===== src/rtl/rxd_pkg.sv =====
package rxd_pkg;
  localparam int WORD_W   = 32;
  localparam int LANES    = 4;
  localparam int HOLD_BIT = 31;
  localparam int SIZE_W   = 22;
  localparam int ST_DONE  = 31;
  localparam int ST_SOP   = 30;
  localparam int ST_EOP   = 29;
  localparam int CNT_W    = 17;

  typedef enum logic [2:0] {
    S_IDLE, S_RD_CTL, S_POLL, S_RD_LINK, S_RD_BUF, S_RECV, S_WR_DATA, S_WR_STAT
  } rxd_state_e;

  function automatic logic [WORD_W-1:0] status_word(input logic whole,
                                                    input logic [CNT_W-1:0] cnt);
    logic [WORD_W-1:0] w;
    w = '0;
    w[ST_DONE] = 1'b1;
    w[ST_SOP]  = 1'b1;
    w[ST_EOP]  = whole;
    w[CNT_W-1:0] = cnt;
    return w;
  endfunction
endpackage


===== src/rtl/rxd_byte_packer.sv =====
module rxd_byte_packer #(
  parameter int LANES = 4
) (
  input  logic               clk_i,
  input  logic               rst_ni,
  input  logic               push_i,
  input  logic [7:0]         byte_i,
  input  logic               pop_i,
  output logic [LANES*8-1:0] word_o,
  output logic [LANES-1:0]   be_o,
  output logic               fills_o,
  output logic               any_o
);
  logic [LANES-1:0] be_q;

  for (genvar g = 0; g < LANES; g++) begin : g_lane
    logic [7:0] lane_q;
    logic       sel;
    // lane g is next when all lower lanes hold data and it does not
    if (g == 0) begin : g_first
      assign sel = !be_q[0];
    end else begin : g_rest
      assign sel = be_q[g-1] && !be_q[g];
    end
    always_ff @(posedge clk_i or negedge rst_ni) begin
      if (!rst_ni) begin
        lane_q  <= '0;
        be_q[g] <= 1'b0;
      end else if (pop_i) begin
        lane_q  <= '0;
        be_q[g] <= 1'b0;
      end else if (push_i && sel) begin
        lane_q  <= byte_i;
        be_q[g] <= 1'b1;
      end
    end
    assign word_o[g*8 +: 8] = lane_q;
  end

  assign be_o    = be_q;
  assign fills_o = be_q[LANES-2];
  assign any_o   = be_q[0];


  no_overwrite_chk: assert property (@(posedge clk_i) disable iff (!rst_ni)
    push_i |-> !be_q[LANES-1]);

  push_pop_excl_chk: assert property (@(posedge clk_i) disable iff (!rst_ni)
    !(push_i && pop_i));
endmodule


===== src/rtl/rxd_poll_timer.sv =====
module rxd_poll_timer #(
  parameter int CYCLES = 7
) (
  input  logic clk_i,
  input  logic rst_ni,
  input  logic run_i,
  output logic done_o
);
  localparam int CW = $clog2(CYCLES + 1);
  logic [CW-1:0] cnt_q;

  always_ff @(posedge clk_i or negedge rst_ni) begin
    if (!rst_ni)    cnt_q <= '0;
    else if (!run_i || done_o) cnt_q <= '0;
    else            cnt_q <= cnt_q + 1'b1;
  end

  assign done_o = run_i && (cnt_q == CW'(CYCLES - 1));


  done_pulse_chk: assert property (@(posedge clk_i) disable iff (!rst_ni)
    done_o |=> !done_o);
endmodule


===== src/rtl/rxd_ring_writer.sv =====
module rxd_ring_writer
  import rxd_pkg::*;
#(
  parameter int AW          = 32,
  parameter int POLL_CYCLES = 7
) (
  input  logic              clk_i,
  input  logic              rst_ni,
  input  logic              cmd_init_i,
  input  logic              cmd_off_i,
  input  logic [AW-1:0]     first_desc_i,
  input  logic              rx_valid_i,
  input  logic [7:0]        rx_data_i,
  input  logic              rx_sop_i,
  input  logic              rx_eop_i,
  output logic              rx_ready_o,
  output logic              mem_req_o,
  output logic              mem_we_o,
  output logic [AW-1:0]     mem_addr_o,
  output logic [WORD_W-1:0] mem_wdata_o,
  output logic [LANES-1:0]  mem_be_o,
  input  logic              mem_ack_i,
  input  logic [WORD_W-1:0] mem_rdata_i
);
  localparam int PAD = SIZE_W - CNT_W;

  rxd_state_e        st_q, st_d;
  logic [AW-1:0]     cur_q, link_q, wr_q;
  logic [SIZE_W-1:0] max_q;
  logic [CNT_W-1:0]  cnt_q;
  logic              trunc_q, last_q, in_frame_q, off_q;

  logic              pk_push, pk_pop, pk_fills, pk_any;
  logic [WORD_W-1:0] pk_word;
  logic [LANES-1:0]  pk_be;
  logic              tmr_done;
  logic              take, accept, room, store, flush;
  logic [SIZE_W-1:0] cnt_ext, cnt_inc;

  rxd_byte_packer #(.LANES(LANES)) u_packer (
    .clk_i  (clk_i),
    .rst_ni (rst_ni),
    .push_i (pk_push),
    .byte_i (rx_data_i),
    .pop_i  (pk_pop),
    .word_o (pk_word),
    .be_o   (pk_be),
    .fills_o(pk_fills),
    .any_o  (pk_any)
  );

  rxd_poll_timer #(.CYCLES(POLL_CYCLES)) u_timer (
    .clk_i (clk_i),
    .rst_ni(rst_ni),
    .run_i (st_q == S_POLL),
    .done_o(tmr_done)
  );

  assign cnt_ext = {{PAD{1'b0}}, cnt_q};
  assign cnt_inc = cnt_ext + 1'b1;
  assign take    = rx_ready_o && rx_valid_i;
  assign accept  = take && (in_frame_q || rx_sop_i);
  assign room    = cnt_ext < max_q;
  assign store   = accept && room;
  assign flush   = store && (pk_fills || rx_eop_i || (cnt_inc == max_q));

  always_comb begin
    st_d        = st_q;
    rx_ready_o  = (st_q == S_RECV);
    mem_req_o   = 1'b0;
    mem_we_o    = 1'b0;
    mem_addr_o  = cur_q;
    mem_wdata_o = pk_word;
    mem_be_o    = '1;
    pk_push     = 1'b0;
    pk_pop      = 1'b0;
    unique case (st_q)
      S_IDLE: if (cmd_init_i) st_d = S_RD_CTL;
      S_RD_CTL: begin
        mem_req_o = 1'b1;
        if (mem_ack_i) begin
          if (mem_rdata_i[HOLD_BIT]) st_d = off_q ? S_IDLE : S_POLL;
          else                       st_d = S_RD_LINK;
        end
      end
      S_POLL: begin
        if (off_q)         st_d = S_IDLE;
        else if (tmr_done) st_d = S_RD_CTL;
      end
      S_RD_LINK: begin
        mem_req_o  = 1'b1;
        mem_addr_o = cur_q + AW'(4);
        if (mem_ack_i) st_d = S_RD_BUF;
      end
      S_RD_BUF: begin
        mem_req_o  = 1'b1;
        mem_addr_o = cur_q + AW'(8);
        if (mem_ack_i) st_d = S_RECV;
      end
      S_RECV: begin
        pk_push = store;
        if (flush)                    st_d = S_WR_DATA;
        else if (accept && rx_eop_i)  st_d = S_WR_STAT;
      end
      S_WR_DATA: begin
        mem_req_o  = 1'b1;
        mem_we_o   = 1'b1;
        mem_addr_o = wr_q;
        mem_be_o   = pk_be;
        if (mem_ack_i) begin
          pk_pop = 1'b1;
          st_d   = last_q ? S_WR_STAT : S_RECV;
        end
      end
      S_WR_STAT: begin
        mem_req_o   = 1'b1;
        mem_we_o    = 1'b1;
        mem_addr_o  = cur_q + AW'(12);
        mem_wdata_o = status_word(!trunc_q, cnt_q);
        if (mem_ack_i) st_d = off_q ? S_IDLE : S_RD_CTL;
      end
      default: st_d = S_IDLE;
    endcase
  end

  always_ff @(posedge clk_i or negedge rst_ni) begin
    if (!rst_ni) begin
      st_q       <= S_IDLE;
      cur_q      <= '0;
      link_q     <= '0;
      wr_q       <= '0;
      max_q      <= '0;
      cnt_q      <= '0;
      trunc_q    <= 1'b0;
      last_q     <= 1'b0;
      in_frame_q <= 1'b0;
      off_q      <= 1'b0;
    end else begin
      st_q <= st_d;
      if (st_q == S_IDLE) begin
        off_q <= 1'b0;
        if (cmd_init_i) cur_q <= first_desc_i;
      end else if (st_d == S_IDLE) begin
        off_q <= 1'b0;
      end else if (cmd_off_i) begin
        off_q <= 1'b1;
      end
      if (mem_ack_i) begin
        unique case (st_q)
          S_RD_CTL:  max_q  <= mem_rdata_i[SIZE_W-1:0];
          S_RD_LINK: link_q <= mem_rdata_i[AW-1:0];
          S_RD_BUF: begin
            wr_q       <= mem_rdata_i[AW-1:0];
            cnt_q      <= '0;
            trunc_q    <= 1'b0;
            last_q     <= 1'b0;
            in_frame_q <= 1'b0;
          end
          S_WR_DATA: wr_q  <= wr_q + AW'(4);
          S_WR_STAT: cur_q <= link_q;
          default: ;
        endcase
      end
      if (st_q == S_RECV && accept) begin
        in_frame_q <= 1'b1;
        if (room) cnt_q   <= cnt_q + 1'b1;
        else      trunc_q <= 1'b1;
        if (rx_eop_i) last_q <= 1'b1;
      end
    end
  end


  req_stable_chk: assert property (@(posedge clk_i) disable iff (!rst_ni)
    (mem_req_o && !mem_ack_i) |=> (mem_req_o && $stable(mem_addr_o)));

  hold_block_chk: assert property (@(posedge clk_i) disable iff (!rst_ni)
    (st_q == S_RD_CTL && mem_ack_i && mem_rdata_i[HOLD_BIT]) |=> !rx_ready_o);

  stat_after_data_chk: assert property (@(posedge clk_i) disable iff (!rst_ni)
    (st_q == S_WR_STAT) |-> !pk_any);

  count_bound_chk: assert property (@(posedge clk_i) disable iff (!rst_ni)
    (st_q == S_WR_STAT) |-> ({{PAD{1'b0}}, mem_wdata_o[CNT_W-1:0]} <= max_q));

  idle_quiet_chk: assert property (@(posedge clk_i) disable iff (!rst_ni)
    (st_q == S_IDLE) |-> (!mem_req_o && !rx_ready_o));
endmodule


===== config.mk =====
export PLATFORM = sky130hd
export DESIGN_NAME = rxd_ring_writer
export DESIGN_NICKNAME = d
export VERILOG_FILES = /design/src/rtl/rxd_pkg.sv /design/src/rtl/rxd_byte_packer.sv /design/src/rtl/rxd_poll_timer.sv /design/src/rtl/rxd_ring_writer.sv
export SDC_FILE = /design/constraint.sdc
export NUM_CORES = 1
export LEC_CHECK = 0
export CAP_MARGIN = 30
export CORE_MARGIN = 4
export CORE_UTILIZATION = 60
export CTS_CLUSTER_DIAMETER = 100
export DETAILED_ROUTE_END_ITERATION = 16
export PLACE_DENSITY = 0.86
export SYNTH_ARGS = -nofsm -noshare
export SYNTH_HDL_FRONTEND = slang
export SYNTH_HIERARCHICAL = 1
export SYNTH_SLANG_ARGS = --single-unit

===== constraint.sdc =====
create_clock -name clk_i -period 5.7 [get_ports clk_i]
set_input_delay 1.14 -clock clk_i [delete_from_list [all_inputs] [get_ports clk_i]]
set_output_delay 1.14 -clock clk_i [all_outputs]
set_load 0.05 [all_outputs]

After elaboration in Yosys (flattened, before gate mapping)
Index checks and enable logic that the tools add are counted.
W data, S select, Z words.
{"block": "totals", "ram_bits": 0, "output_inout_bits": 71, "in_bits": 80, "latchBits": 0, "mem_count": 0, "ff_bits": 181, "elab_cells": 139, "romBits": 0}
{"block": "op_classes", "magnitude_cmp": 1, "reduce_logical": 40, "n_mul": 0, "eq_ne": 9, "shifts": 0, "n_bitwise": 0, "addsub": 7, "mux": 63, "div": 0}
{"op": "$mux W32", "n": 5}
{"op": "$pmux W32 S4", "n": 1}
{"op": "$mux W17", "n": 4}
{"op": "$add A32 B3 Y32 const B", "n": 2}
{"op": "$add A32 B4 Y32 const B", "n": 2}
{"op": "$mux W8", "n": 8}
{"op": "$pmux W32 S2", "n": 1}
{"op": "$mux W3", "n": 11}
{"op": "$mux W1", "n": 28}
{"op": "$pmux W3 S8", "n": 1}
{"op": "$eq A18 B22 Y1", "n": 1}
{"op": "$lt A17 B22 Y1", "n": 1}
{"op": "$add A17 B1 Y18 const B", "n": 1}
{"op": "$add A17 B1 Y17 const B", "n": 1}
{"op": "$eq A3 B3 Y1 const B", "n": 5}
{"op": "$logic_and A1 B1 Y1", "n": 14}
{"op": "$reduce_bool A2 Y1", "n": 7}
{"op": "$reduce_and A2 Y1", "n": 4}
{"op": "$eq A3 B2 Y1 const B", "n": 2}
{"op": "$logic_not A1 Y1", "n": 6}
{"op": "$logic_not A3 Y1", "n": 2}
{"op": "$mux W2", "n": 3}
{"op": "$reduce_or A5 Y1", "n": 1}
{"op": "$logic_or A1 B1 Y1", "n": 4}
{"op": "5 further kinds", "n": 5}

Depth between registers and ports, before layout
{"block": "logic_depth", "depth_word": 10, "mapped_depth": 15, "ltp_nobuf": 12}

Hierarchy
Netlist, hierarchy kept.
{"module": "rxd_ring_writer", "seq_area_each_um2": 3553.4, "n_inst": 1, "area_per_inst_um2": 9551.7, "cells_per_inst": 1151}
{"module": "rxd_byte_packer", "seq_area_each_um2": 900.9, "n_inst": 1, "area_per_inst_um2": 1541.5, "cells_per_inst": 150}
{"module": "rxd_poll_timer", "seq_area_each_um2": 75.1, "n_inst": 1, "area_per_inst_um2": 155.1, "cells_per_inst": 13}

Worst setup path after synthesis
OpenSTA, ideal clock, no wires.
{"block": "synth_timing", "path_kind": "reg-to-output", "startpoint": "reg st_q[0]", "endpoint": "out mem_addr_o[25]", "t_arrival_ns": 3.376, "path_stages_with_launch": 15, "setup_slack_ns": 1.184, "required_time_ns": 4.560, "path_buffers": 3, "path_cell_list": "dfrtp_1 buf_2 clkinv_1 nor2_1 clkbuf_1 nand2_1 clkbuf_1 inv_1 ha_1 a21oi_1 nor3b_1 nand2_1 nor2_1 nand4_1 o211ai_1"}
{"block": "synth_via", "elab_chain_len": 2, "word_cells_on_any_way": 5, "classes_between": "eq/ne: 4; mux: 1"}
{"element": "start, declared", "line_no": "rxd_ring_writer.sv:27", "rtl": "rxd_state_e st_q, st_d;"}
{"element": "start signal, assigned", "line_no": "rxd_ring_writer.sv:139", "rtl": "st_q <= st_d;"}
{"element": "$eq A3 B3 Y1 or $eq A3 B2 Y1 (tied branches)", "line_no": "rxd_ring_writer.sv:77", "rtl": "unique case (st_q)"}
{"element": "$pmux W32 S4 (*)", "line_no": "rxd_ring_writer.sv:77"}
{"element": "end, declared", "line_no": "rxd_ring_writer.sv:19", "rtl": "output logic [AW-1:0] mem_addr_o,"}
Every way passes the cells marked *; elsewhere a longest branch is shown, timed or not.

Worst setup path after layout
Ends and elaborated chain as after synthesis.

==> impl_results.md <==
* Routed WL at 35100 um
* Std cell rows at 49
* Setup Viol. Count Final at 0
* GRT Util Overall at 33.0%
* Crit-path slowest cell: nor3b_1
* CTS hold repair buffers at 0
* Routed WL per cell at 21.4 um
* Die X at 145 um
* Clock tree root driver cell: clkbuf_16
* Setup CP Type: flip-flop to output pin
* Starting Density at 61.8%
* Startpoint types: flip-flop
* Unique cell type count in the Yosys netlist at 73
* Full die area at 21000 sq um
* CORE AREA at 18200 sq um
* Diode count at 0
* Fin worst setup slack at 0.718 ns
* Synth top area cells: dfrtp_1 40%, nand2_1 6.4%, a21oi_1 5.3%, mux2i_1 4.8%, mux2_2 4.8%
* Total negative slack at 0 ns
* Worst-path maximum fanout at 28
* DRT Pass-1 Iters at 9
* WP buf/inv at 5
* Max_cap viols at 0
* Total congestion overflow at 0
* Clk Latency, worst-skew pair at 0.45 ns
* Die Ht at 145 um
* DP HPWL at 24900 um
* Worst-margin pin slew at 0.970 ns
* Worst path required time at 4.56 ns
* First-pass GRT wire length at 56700 um
* Max Slew Vio Count at 0
* CP endpoint kind: output pin
* Asr flop ratio synth at 100%
* Worst rel slew slack at 35.3%
* Top cell types by occurrence after synthesis: 191 x nand2_1, 181 x dfrtp_1, 120 x a21oi_1, 110 x nor2_1, 90 x o21ai_0
* Cell family with most CP delay: simple AND/OR/NAND/NOR gates
* Number of global-route vias before repair at 10500
* Post-Syn Instances at 1314
* Synthesis-stage register bit count at 181
* Count leader, synth: nand2_1
* Synthesis Warnings at 6
* CTS tree: yes
* PwrDens at 588 nW/um^2
* Leak at 5.90 nW
* Synth top area share at 40.3%
* Mean area per synthesized cell at 8.56 sq um
* DRC viols at 0
* H-tree depth at 4
* Initial antenna violation count at 0
* F_max at 201 MHz
* Most common flop cell mapped by yosys: dfrtp_1
* Unrepaired setup endpoints after global routing: false
* Outcome: complete, no violations
* VDD IR-drop max at 0.387 mV
* Top Ports at 151
* Fraction of layout cells with a size suffix above 1 at 13.6%
* CTS Buf Count at 17
* Fin crit period at 4.98 ns
* # port buffers at 150
* Fillers at 1359
* Iteration-0 DRC Markers at 1168
* Net Count, Synth at 1418
* Seq/Total Area, Yosys at 40.3%
* Worst path cell trace: buf_4, clkinv_1, nor2_1, buf_4, nand2_1, inv_1, ha_1, a21oi_1, nor3b_1, nand2_1, nor2_1, nand4_1, o211ai_1, buf_12
* Post-CTS Setup Inserts at 0
* Clk pin slew, worst setup/hold paths at 0.07 ns
* Top cell type by total area after synthesis: dfrtp_1
* Final ANT Viol Nets at 0
* Fin cells at 1645
* Clk_skew at 0.0131 ns
* Worst Setup Slack post-DPL at 1.25 ns
* CP peak stage delay at 0.55 ns
* Largest net degree at the start of global routing at 102
* HP Class: flip-flop to flip-flop
* Vias at 10700
* Final Hold Vio Count at 0
* Placer Congestion at 1.00
* Post-CTS resize count at 0
* Nets at 1508
* Area delta synth->final at 21.3%
* WP data arrival at 3.84 ns
* Cells after DPL at 1614
* Cell Area, Synth at 11200 sq um
* Post-synth EDFFs at 0
* Clock Sinks at 181
* Tcrit/Tclk final at 87.4%
* Clock Path Buffers at 2
* Vias per cell at 6.52
-- worst min-delay path: cells and delay by family (launching register included) --
| kind | cells | cell delay, ns |
|---|---|---|
| flip-flops | 1 | 0.35 |
| AND/OR/NAND/NOR | 2 | 0.10 |
-- layout make-up --
| class | instances | area [sq um] | share of cell area [%] |
|---|---|---|---|
| multi-input combinational | 998 | 6170 | 45.3 |
| clock buffer | 18 | 439 | 3.22 |
| timing repair buffer | 167 | 1930 | 14.1 |
| tap | 229 | 287 | 2.10 |
| sequential | 181 | 4530 | 33.2 |
| clock inverter | 13 | 139 | 1.02 |
| inverter | 39 | 146 | 1.07 |
-- power by group --
part           switching (mW)  internal, mW  total [mW]  leakage, nW
clock network           0.578         0.593        1.17        0.278
logic                    2.61          1.76        4.37         3.36
registers               0.660          1.82        2.48         2.26
-- state kept, by name, indices dropped and copies added (netlist names) --
register                count
st_q                        3
off_q                       1
link_q                     32
u_packer/be_o               2
cur_q                      32
u_packer/fills_o            1
in_frame_q                  1
max_q                      22
u_packer/any_o              1
trunc_q                     1
last_q                      1
cnt_q                      17
wr_q                       32
u_timer/cnt_q               3
u_packer/g_lane.lane_q     32
-- final timing paths --
check / startpoint / end / cells past startpoint / slack (ns)
hold reg to reg: wr_q[0] / wr_q[0] / 2 / 0.47
hold / removal: wr_q[0] / wr_q[0] / 2 / 0.47
max in group asynchronous: rst_ni / wr_q[3] / 2 / 3.95
setup reg to reg: cnt_q[1] / u_packer/g_lane[0].lane_q[3] / 10 / 1.64
setup / recovery: st_q[0] / mem_addr_o[25] / 14 / 0.72
min in group asynchronous: rst_ni / cur_q[15] / 1 / 0.71
-- cell families (layout without fill, tap and decap cells) --
group / after synthesis / count (layout) / share of synthesized area, %
and+or+nand+nor: 503 / 503 / 21.3
AOI/OAI and AO/OA: 332 / 332 / 18.0
DFF: 181 / 181 / 40.3
buffers and inverters: 135 / 237 / 5.05
muxes: 102 / 102 / 9.61
xor gates and xnor gates: 37 / 37 / 3.00
adders and majority gates: 24 / 24 / 2.74
-- cells in the final DEF (no fill, tap or decap), drive strengths merged, types with 5 or more instances in the layout --
cell type and count:
nor2 110, nor3 18, a31oi 12, xor2 14, mux2 48, clkinv 6
and3 26, mux2i 54, nand2 191, clkdlybuf4s50 88, nor3b 6, xnor2 22
o22ai 23, o211ai 7, nor2b 9, o21ai 90, a22oi 6, a21oi 136
nand4 18, buf 79, inv 44, clkbuf 18, a211o 5, a21o 10
nand3 49, nand2b 6, and4 11, or3 8, a221o 9, nor4 8
or2 8, dfrtp 181, and2 20, nand3b 5, ha 23
-- layer usage --
layer  vias to the layer above  GRT usage (%)  share of wire [%]
met1                      5164           44.2                 40
met3                        98           7.17                9.4
met5                         -              0                  0
li1                       4831              -                  -
met4                         0           10.2                3.0
met2                       632           54.4                 48
-- stage by stage --
stage / utilization (%) / cell area [sq um] / hold WS (ns) / total power, mW
CTS: 74.9 / 13600 / 0.473 / 7.97
global placement: 71.6 / 13000 / 0.441 / 6.66
floorplan: - / 11200 / 0.428 / 5.14
global route: 74.9 / 13600 / 0.491 / 8.43
detailed placement: 71.7 / 13100 / 0.456 / 6.78
finish: 74.9 / 13600 / 0.475 / 8.02
Note: power is estimated with default switching activity, not from simulation.
